--- config.mk ---
export PLATFORM = sky130hd
export DESIGN_NAME = bbm_gate_seq
export DESIGN_NICKNAME = d
export VERILOG_FILES = /design/src/rtl/bbm_pkg.sv /design/src/rtl/bbm_sync.sv /design/src/rtl/bbm_tri.sv /design/src/rtl/bbm_fsm.sv /design/src/rtl/bbm_dly.sv /design/src/rtl/bbm_gate_seq.sv
export SDC_FILE = /design/constraint.sdc
export NUM_CORES = 1
export LEC_CHECK = 0
export BUFFER_PORTS_ARGS = -buffer_cell sky130_fd_sc_hd__buf_2
export CORE_MARGIN = 1.5
export CORE_UTILIZATION = 58
export DETAILED_ROUTE_END_ITERATION = 8
export GPL_ROUTABILITY_DRIVEN = 0
export GPL_TIMING_DRIVEN = 0
export PLACE_DENSITY = 0.83
export SKIP_LAST_GASP = 1
export SLEW_MARGIN = 0
export SYNTH_ARGS = -nofsm -noshare
export SYNTH_HDL_FRONTEND = slang
export SYNTH_SLANG_ARGS = --single-unit
--- constraint.sdc ---
create_clock -name clk -period 2.28 [get_ports clk]
set_clock_uncertainty 0.1 [all_clocks]
set_input_delay 0.114 -clock clk [delete_from_list [all_inputs] [get_ports clk]]
set_output_delay 0.114 -clock clk [all_outputs]
set_load 0.005 [all_outputs]
--- src/rtl/bbm_pkg.sv ---
package bbm_pkg;

    typedef enum logic [2:0] {
        S_OFF,
        S_HS_ON,
        S_WAIT_LG,
        S_LS_ON,
        S_WAIT_SW,
        S_LS_FORCED
    } seq_state_t;

    localparam int FLAG_N    = 7;
    localparam int F_PWM_HI  = 0;
    localparam int F_PWM_LO  = 1;
    localparam int F_SW_LOW  = 2;
    localparam int F_LG_LOW  = 3;
    localparam int F_UVLO    = 4;
    localparam int F_BOOT_UV = 5;
    localparam int F_OT      = 6;

    // lockout flags come out of reset asserted so the sequencer stays off
    localparam logic [FLAG_N-1:0] FLAG_RST = 7'b101_0000;

endpackage

--- src/rtl/bbm_sync.sv ---
module bbm_sync #(
    parameter int               W       = 1,
    parameter logic [W-1:0]     RST_VAL = '0
) (
    input  logic         clk,
    input  logic         rst_n,
    input  logic [W-1:0] d,
    output logic [W-1:0] q
);

    for (genvar i = 0; i < W; i++) begin : g_bit
        logic [1:0] stg;
        always_ff @(posedge clk or negedge rst_n) begin
            if (!rst_n) stg <= {2{RST_VAL[i]}};
            else        stg <= {stg[0], d[i]};
        end
        assign q[i] = stg[1];
    end

endmodule

--- src/rtl/bbm_tri.sv ---
module bbm_tri #(
    parameter int TRI_HOLD = 24
) (
    input  logic clk,
    input  logic rst_n,
    input  logic hi_s,
    input  logic lo_s,
    output logic cmd_hi,
    output logic shut
);

    localparam int TW = $clog2(TRI_HOLD + 1);

    logic          mid;
    logic          cmd_q;
    logic [TW-1:0] win_cnt;

    assign mid = (hi_s == lo_s);

    // last valid level stays in force while the window is short
    always_comb begin
        if (hi_s && !lo_s)      cmd_hi = 1'b1;
        else if (lo_s && !hi_s) cmd_hi = 1'b0;
        else                    cmd_hi = cmd_q;
    end

    always_ff @(posedge clk or negedge rst_n) begin
        if (!rst_n) begin
            cmd_q   <= 1'b0;
            win_cnt <= '0;
        end else begin
            cmd_q <= cmd_hi;
            if (!mid)                        win_cnt <= '0;
            else if (win_cnt != TW'(TRI_HOLD)) win_cnt <= win_cnt + 1'b1;
        end
    end

    // released in the very cycle the window is left
    assign shut = mid && (win_cnt == TW'(TRI_HOLD));

endmodule

--- src/rtl/bbm_fsm.sv ---
module bbm_fsm
    import bbm_pkg::*;
#(
    parameter int SW_TMO   = 38,
    parameter int PROP_DLY = 3
) (
    input  logic       clk,
    input  logic       rst_n,
    input  logic       cmd_hi,
    input  logic       off_req,
    input  logic       sw_low,
    input  logic       lg_low,
    input  logic       boot_uv,
    output logic       hs_req,
    output logic       ls_req,
    output seq_state_t state_o
);

    localparam int CW = $clog2(SW_TMO + 1);

    seq_state_t    state, nxt;
    logic [CW-1:0] dwell;
    logic          settled;

    // a wait state must outlast the output delay line before the opposite gate is allowed
    assign settled = (dwell >= CW'(PROP_DLY));

    always_ff @(posedge clk or negedge rst_n) begin
        if (!rst_n) begin
            state <= S_OFF;
            dwell <= '0;
        end else begin
            state <= nxt;
            if (nxt != state)              dwell <= '0;
            else if (dwell != CW'(SW_TMO)) dwell <= dwell + 1'b1;
        end
    end

    always_comb begin
        nxt = state;
        if (off_req) begin
            nxt = S_OFF;
        end else begin
            unique case (state)
                S_OFF:       nxt = cmd_hi ? S_WAIT_LG : S_WAIT_SW;
                S_HS_ON:     if (!cmd_hi) nxt = S_WAIT_SW;
                S_WAIT_LG: begin
                    if (!cmd_hi)                nxt = S_WAIT_SW;
                    else if (lg_low && settled) nxt = S_HS_ON;
                end
                S_LS_ON,
                S_LS_FORCED: if (cmd_hi) nxt = S_WAIT_LG;
                S_WAIT_SW: begin
                    if (cmd_hi)                           nxt = S_WAIT_LG;
                    else if (sw_low && settled)           nxt = S_LS_ON;
                    else if (dwell == CW'(SW_TMO - 1))    nxt = S_LS_FORCED;
                end
                default:     nxt = S_OFF;
            endcase
        end
    end

    always_comb begin
        hs_req = 1'b0;
        ls_req = 1'b0;
        unique case (state)
            S_HS_ON:                 hs_req = !boot_uv;
            S_LS_ON, S_LS_FORCED:    ls_req = 1'b1;
            S_OFF, S_WAIT_LG,
            S_WAIT_SW:               ;
            default:                 ;
        endcase
    end

    assign state_o = state;

endmodule

--- src/rtl/bbm_dly.sv ---
module bbm_dly #(
    parameter int DEPTH = 3,
    parameter int W     = 2
) (
    input  logic         clk,
    input  logic         rst_n,
    input  logic [W-1:0] d,
    output logic [W-1:0] q
);

    if (DEPTH == 0) begin : g_wire
        assign q = d;
    end else begin : g_pipe
        logic [W-1:0] stg [DEPTH];
        always_ff @(posedge clk or negedge rst_n) begin
            if (!rst_n) begin
                for (int k = 0; k < DEPTH; k++) stg[k] <= '0;
            end else begin
                stg[0] <= d;
                for (int k = 1; k < DEPTH; k++) stg[k] <= stg[k-1];
            end
        end
        assign q = stg[DEPTH-1];
    end

endmodule

--- src/rtl/bbm_gate_seq.sv ---
module bbm_gate_seq
    import bbm_pkg::*;
#(
    parameter int TRI_HOLD = 24,
    parameter int SW_TMO   = 38,
    parameter int PROP_DLY = 3
) (
    input  logic clk,
    input  logic rst_n,
    input  logic pwm_hi_i,
    input  logic pwm_lo_i,
    input  logic sw_low_i,
    input  logic lg_low_i,
    input  logic uvlo_i,
    input  logic boot_uv_i,
    input  logic ot_i,
    output logic hs_en_o,
    output logic ls_en_o
);

    logic [FLAG_N-1:0] flg_raw, flg_s;
    logic              cmd_hi, shut, off_req;
    logic              hs_req, ls_req;
    logic [1:0]        gate_q;
    seq_state_t        fsm_state;

    assign flg_raw = {ot_i, boot_uv_i, uvlo_i, lg_low_i, sw_low_i, pwm_lo_i, pwm_hi_i};

    bbm_sync #(.W(FLAG_N), .RST_VAL(FLAG_RST)) sync_i (
        .clk   (clk),
        .rst_n (rst_n),
        .d     (flg_raw),
        .q     (flg_s)
    );

    bbm_tri #(.TRI_HOLD(TRI_HOLD)) tri_i (
        .clk    (clk),
        .rst_n  (rst_n),
        .hi_s   (flg_s[F_PWM_HI]),
        .lo_s   (flg_s[F_PWM_LO]),
        .cmd_hi (cmd_hi),
        .shut   (shut)
    );

    assign off_req = shut | flg_s[F_UVLO] | flg_s[F_OT];

    bbm_fsm #(.SW_TMO(SW_TMO), .PROP_DLY(PROP_DLY)) fsm_i (
        .clk     (clk),
        .rst_n   (rst_n),
        .cmd_hi  (cmd_hi),
        .off_req (off_req),
        .sw_low  (flg_s[F_SW_LOW]),
        .lg_low  (flg_s[F_LG_LOW]),
        .boot_uv (flg_s[F_BOOT_UV]),
        .hs_req  (hs_req),
        .ls_req  (ls_req),
        .state_o (fsm_state)
    );

    bbm_dly #(.DEPTH(PROP_DLY), .W(2)) dly_i (
        .clk   (clk),
        .rst_n (rst_n),
        .d     ({hs_req, ls_req}),
        .q     (gate_q)
    );

    assign hs_en_o = gate_q[1];
    assign ls_en_o = gate_q[0];

endmodule

### Word level (Yosys, flattened, before mapping)

Cells that the tools add are included.

| cells by class | value |
|---|---|
| bitwise operators | 2 |
| order comparisons | 1 |
| $add $sub $neg | 2 |
| mux-type cells | 18 |
| equal/unequal tests | 12 |
| reduce and logical (&&, ||, !) cells | 11 |

Operators with widths:

| kind | number |
|---|---|
| 3-bit 2-to-1 mux | 9 |
| 3-bit one-hot mux with 5 select lines | 1 |
| 6-bit 2-to-1 mux | 2 |
| 5-bit 2-to-1 mux | 2 |
| 6-bit by 1-bit adder with 6-bit output, second input constant | 1 |
| 3-bit by 2-bit equality test with 1-bit output, second input constant | 2 |
| 3-bit equality test, second input constant | 2 |
| 6-bit equality test, second input constant | 1 |
| 6-bit by 2-bit >= comparator with 1-bit output, second input constant | 1 |
| 6-bit inequality test, second input constant | 1 |
| 5-bit by 1-bit adder with 5-bit output, second input constant | 1 |
| 5-bit equality test, second input constant | 1 |
| 1-bit logical AND | 5 |
| 5-bit inequality test, second input constant | 1 |
| 1-bit 2-to-1 mux | 4 |
| 3-bit by 1-bit equality test with 1-bit output, second input constant | 1 |
| 1-bit zero test | 3 |
| 3-bit zero test | 1 |
| 3-bit inequality test | 1 |
| 2-bit inequality test, second input constant | 1 |
| 1-bit OR | 2 |
| 2-bit nonzero test | 1 |
| 2-bit OR reduction | 1 |
| 1-bit equality test | 1 |

| word-level totals | value |
|---|---|
| output and inout port bits | 2 |
| word-level logic and storage cells | 60 |
| input port bits | 9 |
| bits in registers | 35 |

### Longest topological paths before layout

| depth | value |
|---|---|
| depth in word-level cells | 9 |
| depth in mapped cells | 8 |
| mapped depth without buffers | 8 |

### By module

Synthesis repeated with hierarchy kept, for this count alone.

| second synthesis, totals | value |
|---|---|
| cells, all modules | 143 |
| area total of the unflattened synthesis | 1657.8 µm² |

By module, submodules not included:

| module | area an instance (µm²) | instances | seq. area each (µm²) | cells each |
|---|---|---|---|---|
| bbm_fsm | 718.2 | 1 | 225.2 | 78 |
| bbm_sync | 407.9 | 1 | 355.3 | 21 |
| bbm_tri | 360.3 | 1 | 150.1 | 35 |
| bbm_dly | 165.2 | 1 | 150.1 | 8 |
| bbm_gate_seq | 6.3 | 1 | 0.0 | 1 |

### Worst setup path after synthesis

Ideal clock, no wire load.

| timing | value |
|---|---|
| path kind | register to register |
| start | reg fsm_i.dwell[0] |
| end | reg fsm_i.dwell[3] |
| cell stages (with the launch flop) | 8 |
| clock period less this slack | 2.047 ns |
| setup time | 0.088 ns |
| path slack | 0.233 ns |
| arrival | 1.858 ns |
| required time | 2.092 ns |
| path buffers | 0 |
| cells stage by stage | dfrtp_1 > ha_1 > or3_4 > o31ai_4 > o311ai_1 > and3_4 > xnor2_4 > nor3b_1 |

| between the ends | value |
|---|---|
| cells in the longest elaborated chain, start to end | 8 |
| elaborated cells on any way between the ends | 17 |
| classes of those cells | 1 x add/sub; 1 x order compare; 3 x eq/ne; 9 x mux; 3 x reduce/logical |

RTL lines:

| item | RTL line | source |
|---|---|---|
| from (decl) | bbm_fsm.sv:22 | `logic [CW-1:0] dwell;` |
| from (signal assigned) | bbm_fsm.sv:35 | `else if (dwell != CW'(SW_TMO)) dwell <= dwell + 1'b1;` |
| 6-bit by 2-bit >= comparator with 1-bit output or 6-bit equality test (tied branches) | bbm_fsm.sv:26, bbm_fsm.sv:56 |  |
| 1-bit logical AND (tied with other cells) | bbm_fsm.sv:55 | `else if (sw_low && settled) nxt = S_LS_ON;` |
| 3-bit 2-to-1 mux (on tied branches) | bbm_fsm.sv:55, bbm_fsm.sv:49 |  |
| 3-bit 2-to-1 mux (on tied branches) | bbm_fsm.sv:54, bbm_fsm.sv:48 |  |
| 3-bit one-hot mux with 5 select lines (*) | bbm_fsm.sv:44 | `unique case (state)` |
| 3-bit 2-to-1 mux (*) | bbm_fsm.sv:41 | `if (off_req) begin` |
| via fsm_i.nxt[0] | bbm_fsm.sv:21 | `seq_state_t state, nxt;` |
| 3-bit inequality test (*) | bbm_fsm.sv:34 | `if (nxt != state) dwell <= '0;` |
| 6-bit 2-to-1 mux or 2-bit nonzero test (tied branches) | -- |  |

Mark *: on every way through the listed nets, which the timed path passes. The rest lies on a longest branch. The select of a mux whose other input is x is not followed.
A chain may end at the register's enable or synchronous reset.

### Final worst setup path

| timing | value |
|---|---|
| start | reg fsm_i.dwell[0] |
| end | reg fsm_i.dwell[5] |

Same word-level chain as after synthesis.

==> impl_results.md <==
* Worst max-slew margin expressed relative to the limit at 0.517
* Relative contribution of sequential cells to total power at 0.531
* Layout Cell Area excl Fill at between 1500 and 2000 sq um
* Maximum buffer depth of the clock tree at 2
* Result of the run: finished clean
* Max_cap viols at 0
* Utilization of the core after routing at 0.723
* Largest area contributor in the synthesized netlist: dfrtp_1
* CTS H-tree lvls at 2
* Die Outline Area at 2970 sq um
* Post-synthesis instance area at around 1500 sq um
* Remaining antenna violation count at 0
* Number of pins with negative max-slew slack in the final report at 0
* Total gr overflow at 0
* Initial cell density of the core at 0.615
* Crit Reg-Reg Startpoint: fsm_i.dwell[0]
* DRC violations left at 0
* Largest net degree at the start of global routing at 36
* Count of flip-flops with a built-in enable after synthesis at 0
* Setup total negative slack at 0 ns
* Row cnt at 18
* Startpoint Class: flop
* Number of placed cells counting well taps at ~170
* Path type of the worst min-delay path: input port to asynchronous set/reset pin
* Worst setup path start: fsm_i.dwell[0]
* Setup violators final at 0
* Share of synthesized cell area in full adder, half adder and majority cells at 0.0570
* First-pass GRT wire length at between 3000 and 4000 microns
* Total count of hold-check failures in the final report at 0
* Post-synthesis to final-layout area growth at 17.7%
* Critical-path maximum fanout at 6
* Placeable core region at around 2500 sq um
* Count of cell types in the netlist at 40
* Unrepaired setup endpoints after global routing: yes
* R2r setup slk at around 0.068 ns
* Number of iterations in the first detailed-routing pass at 4
* Sequential fraction of the synthesis area at 0.573
* Die Span X at ~54 microns
* Reported leakage power at 0.840 nW
* Post-Synth Simple-Gate Area at 0.157
* Largest cells by area after synthesis: dfrtp_1 50%, dfstp_2 6.8%, ha_1 5.7%
* Proportion of total power due to net switching at 0.315
* Worst path required time at 2.42 ns
* Worst reg-to-reg path cell count at 7
* Post-detailed-route via-to-cell ratio at roughly 5.5
* Highest clock rate at roughly 450 MHz
* Vias post-DR at approximately 1,000
* Placement Setup Slack at 0.113 ns
* Clock period minus final worst setup slack at 2.21 ns
* Clock share of power at 0.239
* DR iter-0 viols at 14
* Dominant combinational cell family by area after synthesis: simple AND/OR/NAND/NOR gates
* Total routed wirelength at approximately 2600 microns
* Largest voltage drop on the vdd net at approximately 0.00064 V
* Vertical extent of the die at between 50 and 60 microns
* Number of buffers created by CTS at 5
* Layout net count at around 170
* Instance area after placement at roughly 1600 sq um
* Setup repair bufs after CTS at 0
* Net count after synthesis at between 100 and 150
* Filler Cells Inserted at 172
* Number of ports placed on the die boundary at 11
* Per-instance average area after synthesis at about 12 sq um
* Warning count from the yosys run at 0
* Crit path kind: flop to flop
* Number of clock sinks seen by CTS at 35
* Number of global-route vias before repair at 960
* Post-Synth XOR/XNOR Area at 0.0692
* Number of buffers inserted by port buffering at 10
* Internal at 0.000946 W
* Portion of total power attributed to combinational logic at 0.230
* Filler-free cell count of the finished design at between 150 and 200
* Mapped Cells at about 130
* Multi-input logic area at approximately 650 sq um
* Cell area power density at between 700 and 800 nW/um^2
* Area share of the leading cell type in the synthesized netlist at 0.505
* Sw power at 0.000434 W
* Mux contribution to synthesized area at 0.0138
* Slew of the pin with the lowest slew margin at a little over 0.7 ns
* Commonest register cell after synthesis: dfrtp_1
* Signal arrival time at the worst endpoint at about 2.4 ns
* Sequential cell area at 881 sq um
* Half-perimeter wire length after placement at around 1600 microns
* Mean routed wirelength per cell at between 10 and 15 microns
* Clock transition at path regs at around 0.11 ns
* Root buffer selected by CTS: clkbuf_4
* Clock insertion delay at the later pin of the skew report at roughly 0.35 ns
* Crit path capture: fsm_i.dwell[5]
* Fraction of layout instances using a drive strength above 1 at 0.283
* Terminus of the critical flop-to-flop path: fsm_i.dwell[5]
* Async S/R FF share, synth at 1.00
* Post-layout worst setup margin at slightly below 0.07 ns
* Clock tree from TritonCTS: yes
* Compound-Gate Fraction of Synth Area at 0.0945
* Endpoint type of the worst setup path: flop
* Post-synthesis register bit count at 35
* Fin crit share at 0.970
* Antenna diode instance count at 0
* Initial antenna violation count at 0
* Total global-route track usage at 0.208
power groups by stage:
| stage | clock [W] | sequential, W | combinational (W) |
|---|---|---|---|
| after global placement | 0 | 0.000737 | 0.000254 |
| after CTS | 0.000338 | 0.000728 | 0.000278 |
| final | 0.000330 | 0.000732 | 0.000318 |
| after floorplan | 0 | 0.000729 | 0.000208 |
| after global routing | 0.000365 | 0.000741 | 0.000355 |
| after detailed placement | 0 | 0.000740 | 0.000265 |
worst min-delay path by stage:
stage	endpoint	depth (start not counted)	startpoint	slack (ns)
after floorplan	dly_i.g_pipe.stg[2]	0	rst_n	-0.28
after global placement	dly_i.q[0]	1	rst_n	0.11
after detailed placement	fsm_i.state_o[1]	1	rst_n	0.11
after CTS	sync_i.g_bit[2].stg[1]	0	sync_i.g_bit[2].stg[0]	0.26
after global routing	sync_i.g_bit[3].stg[1]	0	sync_i.g_bit[3].stg[0]	0.26
final	fsm_i.dwell[3]	2	rst_n	0.24
logic make-up after synthesis:
group / count (synthesis)
AO/OA/AOI/OAI: 19
XOR/XNOR: 10
adder cells (fa/ha/maj): 7
buffers and inverters: 12
flip-flops: 35
multiplexers: 2
AND/OR/NAND/NOR: 41
metal layers:
metal  global-route usage  wire length (microns)  share of wire  vias up
met4                0.188                     99          0.038        0
met5                    0                      0              0        -
met1                0.228                   1040           0.41      485
met3               0.0601                     75          0.029        9
li1                     -                      -              -      480
met2                0.325                   1360           0.53       23
stage by stage:
| step | hold WS (ns) | total power, W |
|---|---|---|
| after floorplan | -0.282 | 0.000938 |
| after global placement | 0.110 | 0.000991 |
| after detailed placement | 0.112 | 0.00101 |
| after CTS | 0.259 | 0.00134 |
| after global routing | 0.262 | 0.00146 |
| final | 0.243 | 0.00138 |
placed cells by master, fill, tap and decap left out, types with 2 or more instances in the layout:
| cell | instances |
|---|---|
| xnor2_1 | 2 |
| nand2_1 | 3 |
| clkbuf_4 | 5 |
| and3_1 | 3 |
| nor3_2 | 5 |
| o21ai_2 | 2 |
| dfstp_2 | 4 |
| a21oi_1 | 3 |
| inv_1 | 10 |
| ha_1 | 6 |
| dfrtp_1 | 31 |
| o22ai_1 | 2 |
| o21ai_0 | 3 |
| xor2_1 | 7 |
| dlygate4sd3_1 | 8 |
| buf_2 | 11 |
| clkinvlp_4 | 2 |
| nor2_1 | 10 |
| nor2b_1 | 3 |
| nand3_1 | 5 |
| o21ai_1 | 2 |
layout make-up:
type,instances,area share
flip-flops and latches,35,0.487
multi-input cells,79,0.358
repair buffers,18,0.0720
inverters,10,0.0208
well taps,30,0.0208
clock buffers,5,0.0208
clock inverters,3,0.0111
plain buffers,2,0.00900
synthesized netlist by cell type, types with 2 or more instances:
library cell and instances:
nor3_1 6, nor2b_1 3, and3_1 3, o22ai_1 2
nand2_1 3, o21ai_2 2, a21oi_1 3, dfstp_2 4
nand3_1 5, xor2_1 7, ha_1 7, dfrtp_1 31
nor2_1 10, inv_1 10, xnor2_1 2, o21ai_0 3
o21ai_1 2
sequential cells by signal, indices dropped and copies added, names as in the netlist:
signal / flops
sync_i.g_bit.stg: 14
fsm_i.dwell: 6
tri_i.win_cnt: 5
dly_i.g_pipe.stg: 4
fsm_i.state_o: 3
dly_i.q: 2
tri_i.cmd_q: 1
critical path, stage by stage, from the launching register on:
cell,delay [ns]
dfrtp_1,0.43
ha_2,0.22
or3_4,0.36
o31ai_4,0.30
o311ai_2,0.11
and3_4,0.20
xnor2_4,0.30
nor3_2,0.07
what timing repair did:
item,CTS,global route
setup endpoints to repair,0,6
endpoints found under the hold margin,38,0
gates resized for setup,0,9
hold buffers,8,0
Power figures use the tool's default switching activity.
